**config.mk**
```make
export PLATFORM = sky130hd
export DESIGN_NAME = i2cx_regslave
export DESIGN_NICKNAME = d
export VERILOG_FILES = /design/src/rtl/i2cx_pkg.sv /design/src/rtl/i2cx_bus_events.sv /design/src/rtl/i2cx_addr_ptr.sv /design/src/rtl/i2cx_regslave.sv
export SDC_FILE = /design/constraint.sdc
export NUM_CORES = 1
export LEC_CHECK = 0
export ABC_AREA = 1
export BUFFER_PORTS_ARGS = -buffer_cell sky130_fd_sc_hd__buf_4
export CAP_MARGIN = 40
export CORE_ASPECT_RATIO = 1.1
export CORE_MARGIN = 5
export CORE_UTILIZATION = 45
export DETAILED_ROUTE_END_ITERATION = 8
export GPL_TIMING_DRIVEN = 0
export HOLD_SLACK_MARGIN = 0.15
export PLACE_DENSITY = 0.68
export SYNTH_ARGS = -nofsm -noshare
export SYNTH_HDL_FRONTEND = slang
export SYNTH_SLANG_ARGS = --single-unit
```
**constraint.sdc**
```tcl
create_clock -name clk -period 1.55 [get_ports clk]
set_input_delay 0 -clock clk [delete_from_list [all_inputs] [get_ports clk]]
set_output_delay 0 -clock clk [all_outputs]
set_load 0.01 [all_outputs]
```
**src/rtl/i2cx_pkg.sv**
```systemverilog
package i2cx_pkg;
  localparam int BYTE_W = 8;

  typedef enum logic [2:0] {
    ST_IDLE,
    ST_RX,
    ST_ACK,
    ST_TX,
    ST_RACK,
    ST_IGNORE
  } fsm_t;

  typedef enum logic [1:0] {
    K_CTRL,
    K_ADDR,
    K_DATA
  } kind_t;
endpackage

```
**src/rtl/i2cx_bus_events.sv**
```systemverilog
module i2cx_bus_events (
  input  logic clk,
  input  logic rst_n,
  input  logic scl,
  input  logic sda,
  output logic scl_rise,
  output logic scl_fall,
  output logic bus_start,
  output logic bus_stop
);
  logic scl_q, sda_q;

  always_ff @(posedge clk or negedge rst_n) begin
    if (!rst_n) begin
      scl_q <= 1'b1;
      sda_q <= 1'b1;
    end else begin
      scl_q <= scl;
      sda_q <= sda;
    end
  end

  // SDA edges while SCL stays high mark bus conditions
  always_comb begin
    scl_rise  = scl & ~scl_q;
    scl_fall  = ~scl & scl_q;
    bus_start = scl & scl_q & sda_q & ~sda;
    bus_stop  = scl & scl_q & ~sda_q & sda;
  end
endmodule

```
**src/rtl/i2cx_addr_ptr.sv**
```systemverilog
module i2cx_addr_ptr #(
  parameter int AW      = 8,
  parameter int NREGS   = 11,
  parameter int RO_ADDR = 8
) (
  input  logic          clk,
  input  logic          rst_n,
  input  logic          load,
  input  logic [AW-1:0] load_val,
  input  logic          adv,
  input  logic          hold,
  output logic [AW-1:0] ptr,
  output logic          wr_ok,
  output logic          rd_ok
);
  localparam logic [AW-1:0] LAST_A = AW'(NREGS - 1);
  localparam logic [AW-1:0] RO_A   = AW'(RO_ADDR);

  always_ff @(posedge clk or negedge rst_n) begin
    if (!rst_n) begin
      ptr <= '0;
    end else if (load) begin
      ptr <= load_val;
    end else if (adv && !hold) begin
      ptr <= (ptr >= LAST_A) ? '0 : ptr + AW'(1);
    end
  end

  always_comb begin
    rd_ok = (ptr <= LAST_A);
    wr_ok = rd_ok && (ptr != RO_A);
  end

  assert_wrap_R5: assert property (@(posedge clk) disable iff (!rst_n)
    (adv && !hold && !load && ptr >= LAST_A) |=> (ptr == '0));

  assert_step_R5: assert property (@(posedge clk) disable iff (!rst_n)
    (adv && !hold && !load && ptr < LAST_A) |=> (ptr == $past(ptr) + AW'(1)));

  assert_frozen_R6: assert property (@(posedge clk) disable iff (!rst_n)
    (hold && !load) |=> $stable(ptr));
endmodule

```
**src/rtl/i2cx_regslave.sv**
```systemverilog
module i2cx_regslave #(
  parameter int         NREGS       = 11,
  parameter int         RO_ADDR     = 8,
  parameter int         STRAP_W     = 3,
  parameter logic [6:0] DEV_ID_BASE = 7'b0100000
) (
  input  logic               clk,
  input  logic               rst_n,
  input  logic               scl_i,
  input  logic               sda_i,
  input  logic [STRAP_W-1:0] strap_i,
  input  logic               seq_hold_i,
  output logic               sda_pull_o,
  output logic [7:0]         rb_addr_o,
  output logic [7:0]         rb_wdata_o,
  output logic               rb_wr_o,
  input  logic [7:0]         rb_rdata_i,
  output logic               rb_rd_o
);
  import i2cx_pkg::*;

  localparam int            CNT_W  = $clog2(BYTE_W + 1);
  localparam logic [CNT_W-1:0] FULL  = CNT_W'(BYTE_W);
  localparam logic [CNT_W-1:0] LASTB = CNT_W'(BYTE_W - 1);
  localparam logic [7:0]    LAST_A = 8'(NREGS - 1);
  localparam logic [7:0]    RO_A   = 8'(RO_ADDR);

  logic scl_rise, scl_fall, ev_start, ev_stop;

  fsm_t             state;
  kind_t            kind;
  logic [CNT_W-1:0] bitcnt;
  logic [7:0]       rx_sr, tx_sr;
  logic             rd_mode, mst_ack;

  logic [6:0] dev_id;
  logic       id_hit, byte_in_done, wr_fire, ptr_load, tx_done, ptr_adv, rd_fire;
  logic       wr_ok, rd_ok;
  logic [7:0] ptr, rd_byte;

  i2cx_bus_events u_events (
    .clk      (clk),
    .rst_n    (rst_n),
    .scl      (scl_i),
    .sda      (sda_i),
    .scl_rise (scl_rise),
    .scl_fall (scl_fall),
    .bus_start(ev_start),
    .bus_stop (ev_stop)
  );

  always_comb begin
    dev_id                = DEV_ID_BASE;
    dev_id[STRAP_W-1:0]   = strap_i;
    id_hit                = (rx_sr[7:1] == dev_id);
    byte_in_done          = (state == ST_RX) && scl_fall && (bitcnt == FULL);
    wr_fire               = byte_in_done && (kind == K_DATA);
    ptr_load              = byte_in_done && (kind == K_ADDR);
    tx_done               = (state == ST_TX) && scl_fall && (bitcnt == LASTB);
    ptr_adv               = wr_fire || tx_done;
    rd_fire               = scl_fall &&
                            (((state == ST_ACK) && (kind == K_CTRL) && rd_mode) ||
                             ((state == ST_RACK) && mst_ack));
    rd_byte               = rd_ok ? rb_rdata_i : 8'h00;
  end

  i2cx_addr_ptr #(
    .AW     (8),
    .NREGS  (NREGS),
    .RO_ADDR(RO_ADDR)
  ) u_ptr (
    .clk     (clk),
    .rst_n   (rst_n),
    .load    (ptr_load),
    .load_val(rx_sr),
    .adv     (ptr_adv),
    .hold    (seq_hold_i),
    .ptr     (ptr),
    .wr_ok   (wr_ok),
    .rd_ok   (rd_ok)
  );

  always_ff @(posedge clk or negedge rst_n) begin
    if (!rst_n) begin
      state   <= ST_IDLE;
      kind    <= K_CTRL;
      bitcnt  <= '0;
      rx_sr   <= '0;
      tx_sr   <= '0;
      rd_mode <= 1'b0;
      mst_ack <= 1'b0;
    end else if (ev_start) begin
      state  <= ST_RX;
      kind   <= K_CTRL;
      bitcnt <= '0;
    end else if (ev_stop) begin
      state <= ST_IDLE;
    end else begin
      unique case (state)
        ST_RX: begin
          if (scl_rise && bitcnt != FULL) begin
            rx_sr  <= {rx_sr[6:0], sda_i};
            bitcnt <= bitcnt + CNT_W'(1);
          end
          if (byte_in_done) begin
            bitcnt <= '0;
            if (kind == K_CTRL) begin
              rd_mode <= rx_sr[0];
              state   <= id_hit ? ST_ACK : ST_IGNORE;
            end else begin
              state <= ST_ACK;
            end
          end
        end
        ST_ACK: begin
          if (scl_fall) begin
            bitcnt <= '0;
            if (kind == K_CTRL && rd_mode) begin
              state <= ST_TX;
              tx_sr <= rd_byte;
            end else begin
              state <= ST_RX;
              kind  <= (kind == K_CTRL) ? K_ADDR : K_DATA;
            end
          end
        end
        ST_TX: begin
          if (scl_fall) begin
            if (bitcnt == LASTB) begin
              state  <= ST_RACK;
              bitcnt <= '0;
            end else begin
              tx_sr  <= {tx_sr[6:0], 1'b0};
              bitcnt <= bitcnt + CNT_W'(1);
            end
          end
        end
        ST_RACK: begin
          if (scl_rise) mst_ack <= ~sda_i;
          if (scl_fall) begin
            if (mst_ack) begin
              state  <= ST_TX;
              tx_sr  <= rd_byte;
              bitcnt <= '0;
            end else begin
              state <= ST_IGNORE;
            end
          end
        end
        default: ;
      endcase
    end
  end

  always_comb begin
    sda_pull_o = (state == ST_ACK) || ((state == ST_TX) && !tx_sr[7]);
    rb_addr_o  = ptr;
    rb_wdata_o = rx_sr;
    rb_wr_o    = wr_fire && wr_ok;
    rb_rd_o    = rd_fire && rd_ok;
  end

  assert_stop_release_R12: assert property (@(posedge clk) disable iff (!rst_n)
    ev_stop |=> !sda_pull_o);

  assert_start_no_write_R7: assert property (@(posedge clk) disable iff (!rst_n)
    ev_start |=> !rb_wr_o);

  assert_wr_legal_R8: assert property (@(posedge clk) disable iff (!rst_n)
    rb_wr_o |-> (rb_addr_o != RO_A) && (rb_addr_o <= LAST_A));

  assert_rd_range_R9: assert property (@(posedge clk) disable iff (!rst_n)
    rb_rd_o |-> (rb_addr_o <= LAST_A));

  assert_one_strobe_R3: assert property (@(posedge clk) disable iff (!rst_n)
    !(rb_wr_o && rb_rd_o));

  assert_ignore_quiet_R2: assert property (@(posedge clk) disable iff (!rst_n)
    (state == ST_IGNORE && !ev_start) |=> !sda_pull_o && !rb_wr_o);
endmodule

```
* After elaboration in Yosys (flattened, before gate mapping)
Cells that the tools add are included.
Operators by class: $add $sub $neg 2, $mul 0, divide/modulo/power cells 0, order comparisons 2, equality and inequality tests 29, shift operators 0, muxes and demuxes 39, bitwise gates (word level) 13, reductions and logical operators 36
Operators with widths (count):
- $mux W8 | 10
- $mux W4 | 9
- $mux W3 | 10
- $pmux W8 S3 | 1
- $ne A4 B4 Y1 const B | 5
- $logic_and A1 B1 Y1 | 17
- $pmux W4 S4 | 1
- $mux W2 | 7
- $ne A2 B2 Y1 const B | 7
- $ne A3 B3 Y1 const B | 4
- $pmux W3 S4 | 1
- $reduce_and A4 Y1 | 3
- $reduce_and A9 Y1 | 1
- $add A8 B1 Y8 const B | 1
- $ge A8 B4 Y1 const B | 1
- $le A8 B4 Y1 const B | 1
- $ne A4 B3 Y1 const B | 2
- $ne A8 B4 Y1 const B | 1
- $and A1 B1 Y1 | 7
- $eq A7 B6 Y1 | 1
- $reduce_and A7 Y1 | 1
- $eq A3 B2 Y1 const B | 2
- $not A1 Y1 | 6
- $reduce_and A6 Y1 | 1
- other kinds (16) | 21
Word-level totals: bits in registers 37, latch bits 0, RAM bits 0, memory bits (read-only) 0, input bits 16, output and inout bits 19, logic and storage cells 131, memories 0

* Logic depth before layout (Yosys ltp)
word-level depth 9, gate-level depth with buffers 11, mapped depth without buffers 11

* By module
From an unflattened synthesis, not the netlist that was laid out.
Second synthesis, totals: cells, all modules 309, area total of the unflattened synthesis 2312.2 µm²
Modules (own cells, without submodules):
- i2cx_regslave | times used 1, cells each 224, area each 1670.4 µm², sequential area each 675.6 µm²
- i2cx_addr_ptr | times used 1, cells each 72, area each 548.0 µm², sequential area each 200.2 µm²
- i2cx_bus_events | times used 1, cells each 13, area each 93.8 µm², sequential area each 52.6 µm²

* Least setup slack after synthesis
Ideal clock, no wire load.
kind flip-flop to flip-flop, start point reg bitcnt[0], end point reg u_ptr.ptr[6], library setup time 121 ps, data arrival time 1361 ps, required time 1429 ps, slack 68 ps, cell stages (with the launch flop) 9, path buffers 1, period minus slack after synthesis 1482 ps, cell sequence dfrtp_1 > inv_1 > ha_1 > nand3_1 > nor2_4 > nand4_4 > buf_6 > nand3_1 > o21ai_1
Between the ends: word-level cells in the longest chain between the ends 6, elaborated cells on any way between the ends 10, those cells by class 2 x eq/ne; 1 x mux; 7 x reduce/logical
RTL lines:
- from (decl) | line i2cx_regslave.sv:32 | logic [CNT_W-1:0] bitcnt;
- from (signal assigned) | line i2cx_regslave.sv:103 | bitcnt <= bitcnt + CNT_W'(1);
- from (signal assigned) | line i2cx_regslave.sv:134 | bitcnt <= bitcnt + CNT_W'(1);
- $eq A4 B4 Y1 | line i2cx_regslave.sv:56 | byte_in_done = (state == ST_RX) && scl_fall && (bitcnt == FULL);
- $logic_and A1 B1 Y1 | line i2cx_regslave.sv:56
- $logic_and A1 B1 Y1 | line i2cx_regslave.sv:57 | wr_fire = byte_in_done && (kind == K_DATA);
- $logic_or A1 B1 Y1 | line i2cx_regslave.sv:60 | ptr_adv = wr_fire || tx_done;
- $logic_and A1 B1 Y1 | line i2cx_addr_ptr.sv:24 | end else if (adv && !hold) begin
- $reduce_bool A2 Y1 (no line)
- to (signal assigned) | line i2cx_addr_ptr.sv:23 | ptr <= load_val;
- to (signal assigned) | line i2cx_addr_ptr.sv:25 | ptr <= (ptr >= LAST_A) ? '0 : ptr + AW'(1);
- to (decl) | line i2cx_addr_ptr.sv:12 | output logic [AW-1:0] ptr,
Several ways; a longest one is shown, not always the timed one. A chain may end at the register's enable or synchronous reset.

* Final worst setup path
start point reg u_events.scl_q, end point out rb_wr_o
Between the ends: word-level cells in the longest chain between the ends 5
RTL lines:
- from (decl) | line i2cx_bus_events.sv:11 | logic scl_q, sda_q;
- from (signal assigned) | line i2cx_bus_events.sv:18 | scl_q <= scl;
- $and A1 B1 Y1 | line i2cx_bus_events.sv:26 | scl_fall = ~scl & scl_q;
- $logic_and A1 B1 Y1 (2 in a row) | line i2cx_regslave.sv:56
- $logic_and A1 B1 Y1 | line i2cx_regslave.sv:57
- $logic_and A1 B1 Y1 | line i2cx_regslave.sv:159 | rb_wr_o = wr_fire && wr_ok;
- to (decl) | line i2cx_regslave.sv:16 | output logic rb_wr_o,
Every way passes these cells.

==> out/metrics.yaml <==
outcome:
  status: "finished with violations"
  violations: "negative setup slack"
setup_path:
  crit_path_cell_trace: "nand2_4 > nor2_4 > nand4_1 > nor2_2 > buf_4"
  start_kind: "register"
  cp-end-kind: "output port"
  path_class: "reg2out"
  arrival_ns: 1.58
  slowest_stage: "dfstp_2"
  cp_data_required_time_ns: 1.55
  cp_max_fo: 5
  critPathMaxStageDelay_ns: 0.60
floorplanning:
  die_h_um: 83.8
  std_cell_rows: 26
  initial_core_util: 0.472
  core_um2: 4720
  ios: 35
  die_w_um: 77.1
  dieArea_um2: 6460
clocking:
  clock-root-buffer: "clkbuf_8"
  clk_path_buf_depth: 2
  numCtsBuffers: 5
  clk_pin_slew_worst_paths_ns: 0.07
  worst_skew_pair.late_latency_ns: 0.29
  cts_htree_levels: 2
  clock_sinks: 37
  cts_tree: "done"
yosys:
  yosysSeqAreaShare: 0.417
  synth_top_cell_by_area: "dfrtp_1"
  synthTopCellsByCount: "nand2_1 (124), dfrtp_1 (35), nand3_1 (29)"
  synth_edf_count: 0
  syn_area_um2: 2230
  synth-main-ff-cell: "dfrtp_1"
  yosysMostFrequentCell: "nand2_1"
  synth_nets: 330
  ys_ff_latch: 37
  ys_warn_count: 0
  async_flop_share: 1.00
  synthTopCellsByArea: "dfrtp_1 (39%), nand2_1 (21%), nand3_1 (6.5%), inv_1 (4.7%), nor2_1 (4.5%)"
  synth_cells: 309
  netlist.area_leader.share: 0.393
  synth_area_per_cell_um2: 7.21
  ys_types: 30
power:
  swShare: 0.447
  p_seq_frac: 0.354
  power.density_nw_per_um2: 1430
  switching_power_uw: 2030
  ir_drop_uv: 805
  power_uw: 4540
  p_int_uw: 2510
  clkPwrFrac: 0.146
  power.share.combinational: 0.500
  leakage_uw: 0.00161
detailed_routing:
  antenna_left: 0
  drc_errors: 0
  via_per_inst: 5.11
  finalWirelength_mm: 6.24
  vias: 2275
  first_iter_violations: 69
  drtPass1Iterations: 4
  wire_per_inst_um: 14.0
cells_and_area:
  syn_to_final_growth_pct: 42.3
  drive_gt1_frac: 0.355
  final_nets: 409
  antennaDiodeCount: 0
worst_hold_path:
  hold_path_class: "in2async"
sta:
  rsz0062_at_grt: "yes"
  finalSetupViolCount: 4
  skew_ns: 0.00316
  tightest_slew_ns: 0.471
  min_period_over_period: 1.02
  fmax_mhz: 634
  hold_slack_ns: 0.208
  finalHoldViolCount: 0
  drv_slew: 0
  layout_setup_ws_ns: -0.0268
  relSlewSlack: 0.686
  fin_crit_ns: 1.58
  tns_ns: -0.0338
place:
  hpwlAfterDp_mm: 3.83
  io_buffers: 34
  place_congestion: 0.863
global_route:
  grtUsageTotal: 0.187
  antenna_found_initial: 0
  grt_pass1_wl_mm: 10.0
  grt_max_degree: 38
  gr-total-overflow: 0
  first_global_vias: 2157
flow_run:
  cap_violations: 0
## power by group through the flow
stage                     clock, µW  sequential, µW  combinational, µW
after floorplan                   0            1530               1160
after global placement            0            1580               1580
after detailed placement          0            1580               1630
after CTS                       676            1570               1970
after global routing            728            1650               2520
final                           662            1610               2270
## metrics by stage
stage / utilization / cells / worst slack, ns / cell area [µm²]
floorplan: - / 309 / 0.0678 / 2230
global placement: 0.541 / 399 / -0.107 / 2550
detailed placement: 0.541 / 399 / -0.134 / 2550
CTS: 0.631 / 436 / -0.0162 / 2980
global route: 0.672 / 445 / -0.144 / 3170
finish: 0.672 / 445 / -0.0268 / 3170
## flip-flops by register name, summed over array words and instances, names as in the netlist
signal	count
u_events.sda_q	1
rb_wdata_o	8
mst_ack	1
state	3
tx_sr	8
bitcnt	4
rd_mode	1
kind	2
u_ptr.ptr	8
u_events.scl_q	1
## cell usage in the layout (no fill, tap or decap), types with 4 or more instances in the layout
cell type	count
nand2_4	5
nor2_2	6
nand3_1	28
inv_2	8
dfrtp_2	7
nor2_4	6
dlygate4sd3_1	12
nand2_1	110
nor2_1	18
buf_4	57
clkbuf_8	5
inv_1	22
nand2_2	13
o21ai_1	6
o21ai_0	14
dfrtp_1	28
nand4_4	4
## cells by family (layout without fill, tap and decap cells)
family / count (synthesis) / after routing / synth area share
AO/OA/AOI/OAI: 32 / 32 / 0.0797
adder cells (fa/ha/maj): 5 / 5 / 0.0281
buffers and inverters: 36 / 114 / 0.0663
AND/OR/NAND/NOR: 195 / 197 / 0.394
XOR/XNOR: 4 / 4 / 0.0157
flip-flops: 37 / 37 / 0.417
## worst max-delay path, delay by kind of cell (launching register included)
family,cells,cell delay [ns]
flops,1,0.60
simple gates,4,0.56
buf+inv,1,0.13
## layout make-up
class / count / area [µm²]
Fill cell: 395 / 1550
Multi-Input combinational cell: 238 / 1360
Sequential cell: 37 / 937
Timing Repair Buffer: 70 / 563
Inverter: 33 / 134
Clock buffer: 6 / 72.6
Tap cell: 56 / 70.1
Buffer: 3 / 23.8
Clock inverter: 2 / 10.0
## per-layer routing
layer / vias up / GRT usage / share of wire
met5: - / 0 / 0
met4: 0 / 0.0688 / 0.028
met3: 20 / 0.0464 / 0.040
met2: 47 / 0.322 / 0.50
met1: 1066 / 0.224 / 0.43
li1: 1142 / - / -
## what timing repair did
| item | in CTS | in global routing |
|---|---|---|
| resized for setup | 30 | 40 |
| pin swaps | 10 | 15 |
| endpoints found under the setup margin | 25 | 31 |
| setup buffers | 15 | 8 |
| endpoints found under the hold margin | 56 | 0 |
| cloned | 2 | 1 |
| hold buffers | 12 | 0 |
## worst paths after layout
check                          startpoint            to  slack [ns]  cells after the start
max                        u_events.scl_q       rb_wr_o       -0.03                      5
min in group clk               strap_i[1]      state[2]        0.36                      9
min reg2reg                      tx_sr[5]      tx_sr[5]        0.48                      2
max in group asynchronous           rst_n     bitcnt[2]        0.99                      2
max reg2reg                      state[2]  u_ptr.ptr[0]           0                     10
min                                 rst_n  u_ptr.ptr[5]        0.21                      2
No activity file was read; power rests on OpenSTA's default activity.
